## config.mk

```make
export PLATFORM = sky130hd
export DESIGN_NAME = regio_sram
export DESIGN_NICKNAME = d
export VERILOG_FILES = /design/src/rtl/regio_sram_pkg.sv /design/src/rtl/regio_sram_inreg.sv /design/src/rtl/regio_sram_array.sv /design/src/rtl/regio_sram_outreg.sv /design/src/rtl/regio_sram.sv
export SDC_FILE = /design/constraint.sdc
export NUM_CORES = 1
export LEC_CHECK = 0
export BUFFER_PORTS_ARGS = -buffer_cell sky130_fd_sc_hd__buf_4
export CORE_UTILIZATION = 40
export DETAILED_ROUTE_END_ITERATION = 6
export GPL_TIMING_DRIVEN = 1
export SLEW_MARGIN = 10
export SYNTH_ARGS = -nofsm -noshare
export SYNTH_HDL_FRONTEND = slang
export SYNTH_SLANG_ARGS = --single-unit
```

## constraint.sdc

```tcl
create_clock -name clk -period 7.4 [get_ports clk]
set_clock_uncertainty 0.2 [all_clocks]
set_input_delay 0.74 -clock clk [delete_from_list [all_inputs] [get_ports clk]]
set_output_delay 0.74 -clock clk [all_outputs]
set_load 0.05 [all_outputs]
```

## src/rtl/regio_sram_pkg.sv

```systemverilog
package regio_sram_pkg;

    typedef enum logic [1:0] {
        ST_PASS  = 2'd0,
        ST_WRITE = 2'd1,
        ST_READ  = 2'd2
    } op_e;

    function automatic op_e decode_op(input logic cs_n, input logic we_n);
        if (cs_n)
            return ST_PASS;
        else if (we_n)
            return ST_READ;
        else
            return ST_WRITE;
    endfunction

endpackage

```

## src/rtl/regio_sram_inreg.sv

```systemverilog
module regio_sram_inreg
    import regio_sram_pkg::*;
#(
    parameter int ADDR_W = 4,
    parameter int DATA_W = 9
) (
    input  logic              clk,
    input  logic              rst_n,
    input  logic [ADDR_W-1:0] addr_i,
    input  logic [DATA_W-1:0] din_i,
    input  logic              cs_n_i,
    input  logic              we_n_i,
    input  logic              oe_n_i,
    output op_e               op_q,
    output logic [ADDR_W-1:0] addr_q,
    output logic [DATA_W-1:0] din_q,
    output logic              oe_n_q
);

    op_e op_next;

    always_comb begin
        op_next = decode_op(cs_n_i, we_n_i);
    end

    // operation state register plus captured address/data/enable
    always_ff @(posedge clk or negedge rst_n) begin
        if (!rst_n) begin
            op_q   <= ST_PASS;
            addr_q <= '0;
            din_q  <= '0;
            oe_n_q <= 1'b1;
        end else begin
            op_q   <= op_next;
            addr_q <= addr_i;
            din_q  <= din_i;
            oe_n_q <= oe_n_i;
        end
    end

endmodule

```

## src/rtl/regio_sram_array.sv

```systemverilog
module regio_sram_array #(
    parameter int ADDR_W = 4,
    parameter int DATA_W = 9
) (
    input  logic              clk,
    input  logic              wr_en,
    input  logic [ADDR_W-1:0] addr,
    input  logic [DATA_W-1:0] wr_data,
    output logic [DATA_W-1:0] rd_data
);

    localparam int DEPTH = 1 << ADDR_W;

    logic [DATA_W-1:0] mem [DEPTH];

    always_ff @(posedge clk) begin
        if (wr_en)
            mem[addr] <= wr_data;
    end

    always_comb begin
        rd_data = mem[addr];
    end

endmodule

```

## src/rtl/regio_sram_outreg.sv

```systemverilog
module regio_sram_outreg
    import regio_sram_pkg::*;
#(
    parameter int DATA_W = 9
) (
    input  logic              clk,
    input  logic              rst_n,
    input  op_e               op_q,
    input  logic [DATA_W-1:0] din_q,
    input  logic [DATA_W-1:0] rd_data,
    input  logic              oe_n_q,
    output logic [DATA_W-1:0] dout_o,
    output logic              dout_vld_o
);

    logic [DATA_W-1:0] dout_next;

    // output selection per operation state
    always_comb begin
        dout_next = din_q;
        unique case (op_q)
            ST_WRITE: dout_next = din_q;
            ST_PASS:  dout_next = din_q;
            ST_READ:  dout_next = rd_data;
            default:  dout_next = din_q;
        endcase
    end

    always_ff @(posedge clk or negedge rst_n) begin
        if (!rst_n) begin
            dout_o     <= '0;
            dout_vld_o <= 1'b0;
        end else begin
            dout_o     <= dout_next;
            dout_vld_o <= ~oe_n_q;
        end
    end

endmodule

```

## src/rtl/regio_sram.sv

```systemverilog
module regio_sram
    import regio_sram_pkg::*;
#(
    parameter int ADDR_W = 4,
    parameter int DATA_W = 9
) (
    input  logic              clk,
    input  logic              rst_n,
    input  logic [ADDR_W-1:0] addr_i,
    input  logic [DATA_W-1:0] din_i,
    input  logic              cs_n_i,
    input  logic              we_n_i,
    input  logic              oe_n_i,
    output logic [DATA_W-1:0] dout_o,
    output logic              dout_vld_o
);

    op_e               op_q;
    logic [ADDR_W-1:0] addr_q;
    logic [DATA_W-1:0] din_q;
    logic              oe_n_q;
    logic [DATA_W-1:0] rd_data;
    logic              wr_en;

    regio_sram_inreg #(.ADDR_W(ADDR_W), .DATA_W(DATA_W)) u_inreg (
        .clk    (clk),
        .rst_n  (rst_n),
        .addr_i (addr_i),
        .din_i  (din_i),
        .cs_n_i (cs_n_i),
        .we_n_i (we_n_i),
        .oe_n_i (oe_n_i),
        .op_q   (op_q),
        .addr_q (addr_q),
        .din_q  (din_q),
        .oe_n_q (oe_n_q)
    );

    // array write only from the write state; gated by reset so nothing lands while held
    always_comb begin
        wr_en = rst_n && (op_q == ST_WRITE);
    end

    regio_sram_array #(.ADDR_W(ADDR_W), .DATA_W(DATA_W)) u_array (
        .clk     (clk),
        .wr_en   (wr_en),
        .addr    (addr_q),
        .wr_data (din_q),
        .rd_data (rd_data)
    );

    regio_sram_outreg #(.DATA_W(DATA_W)) u_outreg (
        .clk        (clk),
        .rst_n      (rst_n),
        .op_q       (op_q),
        .din_q      (din_q),
        .rd_data    (rd_data),
        .oe_n_q     (oe_n_q),
        .dout_o     (dout_o),
        .dout_vld_o (dout_vld_o)
    );

endmodule

```

==> flow_summary.yaml <==
synth:
  postSynthAreaPerCell_um2: 19.8
  synth_seq_area_share: 0.773
  ys_types: 31
  synth_flop_cell: "edfxtp_1"
  ys_ff_latch: 170
  synth_edf_count: 144
  netlist_area_um2: 6440
  synthCells: 325
  synth-async-reset-ratio: 0.153
  synth_fp_nets: 343
  synth_warnings: 0
routing:
  drt-wirelength-per-cell_um: 21.5
  drtPass1Iterations: 4
  vias: 3027
  wl_um: 12600
  drtIter0Drc: 239
  viasPerCell: 5.17
  ant_nets: 0
  drcViolationCount: 0
clock_tree:
  clk_latency_ps: 420
  cts_resized: 0
  clk_root_buffer_cell: "clkbuf_16"
  cts.clk_slew.worst_paths_ps: 70
  cts_tree: "done"
  cts_sinks: 170
  numCtsBuffers: 17
  cts_buffer_depth: 2
  cts-htree-levels: 4
  cts_hold_buf: 0
  cts_setup_buffers: 0
power:
  power.density_nw_per_um2: 269
  leakagePower_nw: 2.49
  finalPower_mw: 1.98
  irDropWorstVdd_uv: 129
worst_setup_path:
  crit_path_start_kind: "flip-flop"
  crit_fanout: 39
  worst_setup_path_end_kind: "flip-flop"
  max_stage_delay_ps: 690
  crit_buf_inv: 1
  crit_type: "reg2reg"
  crit_chain: "buf_4 > mux4_1 > mux2i_1 > nor2_1 > o32a_1"
  crit_arrival_ps: 2930
  crit_family: "multiplexers"
  slowest_stage: "mux4_1"
  crit_required_ps: 7490
die:
  die_area_um2: 16600
  die_x_um: 129
  row_count: 46
  io_pins: 28
  fp.coreArea_um2: 15800
  start_util: 0.407
  fp.dieH_um: 129
final_layout:
  fin_area_um2: 7370
  area_growth_pct: 14.4
  drive_gt1_frac: 0.246
  register_area_um2: 4980
  fin_nets: 375
  stdcell_count: 586
  fillers: 1325
  post-route-util: 0.466
  multiInputGateArea_um2: 1330
  antenna_cells: 0
sta:
  setup_violations: 0
  worstMarginPinSlew_ps: 1180
  slew_viol_final: 0
  fmax_ghz: 0.353
  fin_crit_ps: 2830
  period_share: 0.383
  rsz0062_at_grt: "false"
  worst_slack_ps: 4570
  finalHoldViolCount: 0
  fin_tns_setup_ps: 0
  slew_headroom: 0.207
  holdWs_ps: 19.8
global_route:
  grt_pass1_vias: 3193
  grt_usage: 0.168
  grt_max_degree: 40
  grt_pass1_wl_um: 19300
  grt-ovfl-total: 0
  antenna_found_initial: 1
place:
  pre_cts_ws_ps: 4080
  dp_hpwl_um: 7950
  placed_area_um2: 6820
  io_buffers: 27
  dp_cells: 554
  gp_congestion: 0.793
job:
  drv_cap: 0
run_status:
  outcome: "completed"
worst_hold_path:
  hold_path.class: "in2async"
## worst reg2reg max path, stage by stage (launching register included)
cell	delay [ps]
dfrtp_2	570
buf_4	630
mux4_1	720
mux2i_1	160
nor2_1	70
o32a_1	370
## flip-flops by register name (all words and copies together), names as in the netlist
| register | flops |
|---|---|
| u_array.mem | 144 |
| u_outreg.dout_vld_o | 1 |
| u_inreg.oe_n_q | 1 |
| u_inreg.op_q | 2 |
| u_outreg.dout_o | 9 |
| u_inreg.din_q | 9 |
| u_inreg.addr_q | 4 |
## worst paths after layout
path / startpoint / to / slack [ps] / depth (start not counted)
min in group clk: din_i[5] / u_inreg.din_q[5]$_DFF_PN0_ / 220 / 1
max in group asynchronous: rst_n / u_inreg.oe_n_q$_DFF_PN1_ / 6680 / 1
worst min-delay path: rst_n / u_inreg.op_q[0]$_DFF_PN0_ / 20 / 1
worst max register to register: u_inreg.addr_q[0]$_DFF_PN0_ / u_outreg.dout_o[8]$_DFF_PN0_ / 4570 / 5
worst min register to register: u_inreg.oe_n_q$_DFF_PN1_ / u_outreg.dout_vld_o$_DFF_PN0_ / 220 / 1
worst max-delay path: u_inreg.addr_q[0]$_DFF_PN0_ / u_outreg.dout_o[8]$_DFF_PN0_ / 4570 / 5
## synthesized netlist by cell type, types with 4 or more instances
| cell | count | area (um2) |
|---|---|---|
| mux2i_1 | 30 | 300 |
| buf_2 | 6 | 30.0 |
| nor2b_1 | 4 | 25.0 |
| o32a_1 | 6 | 60.1 |
| nor3_1 | 7 | 35.0 |
| edfxtp_1 | 144 | 4320 |
| mux4_2 | 23 | 518 |
| dfrtp_1 | 25 | 626 |
| o221ai_1 | 6 | 52.6 |
| buf_6 | 5 | 56.3 |
| nor2_1 | 26 | 97.6 |
| and2_1 | 7 | 43.8 |
## placed cells by master (no fill, tap or decap), drive strengths merged, types with 6 or more instances in the layout
cell / synthesis / routed
nor2: 26 / 26
o32a: 6 / 6
mux2i: 30 / 30
clkbuf: 3 / 21
buf: 16 / 32
and2: 7 / 7
dfrtp: 25 / 25
nor3: 7 / 7
edfxtp: 144 / 144
mux4: 24 / 24
o221ai: 6 / 6
## layout make-up
type | instances | area share
clock buffers | 21 | 0.0611
clock inverters | 11 | 0.0132
inverters | 1 | 0.000509
multi-input cells | 135 | 0.180
flip-flops and latches | 170 | 0.675
well taps | 216 | 0.0367
repair buffers | 32 | 0.0326
## cells by family after synthesis
group,share of synthesized area
and+or+nand+nor,0.0476
AOI/OAI and AO/OA,0.0268
DFF,0.773
buffers and inverters,0.0218
muxes,0.131
## per-layer routing
metal  routed length (um)  vias to the layer above  share of wire  GRT usage
li1                     -                     1367              -          -
met1                 5470                     1536           0.43      0.239
met2                 6100                      110           0.48      0.251
met3                  835                       14          0.066     0.0395
met4                  187                        0          0.015     0.0692
met5                    0                        -              0          0
## report_power, final
group	internal, mW	total (mW)	switching, mW
Sequential	1.05	1.07	0.0236
Combinational	0.0373	0.0898	0.0525
Clock	0.471	0.817	0.346
Total	1.56	1.98	0.422
No activity file was read; power rests on OpenSTA's default activity.
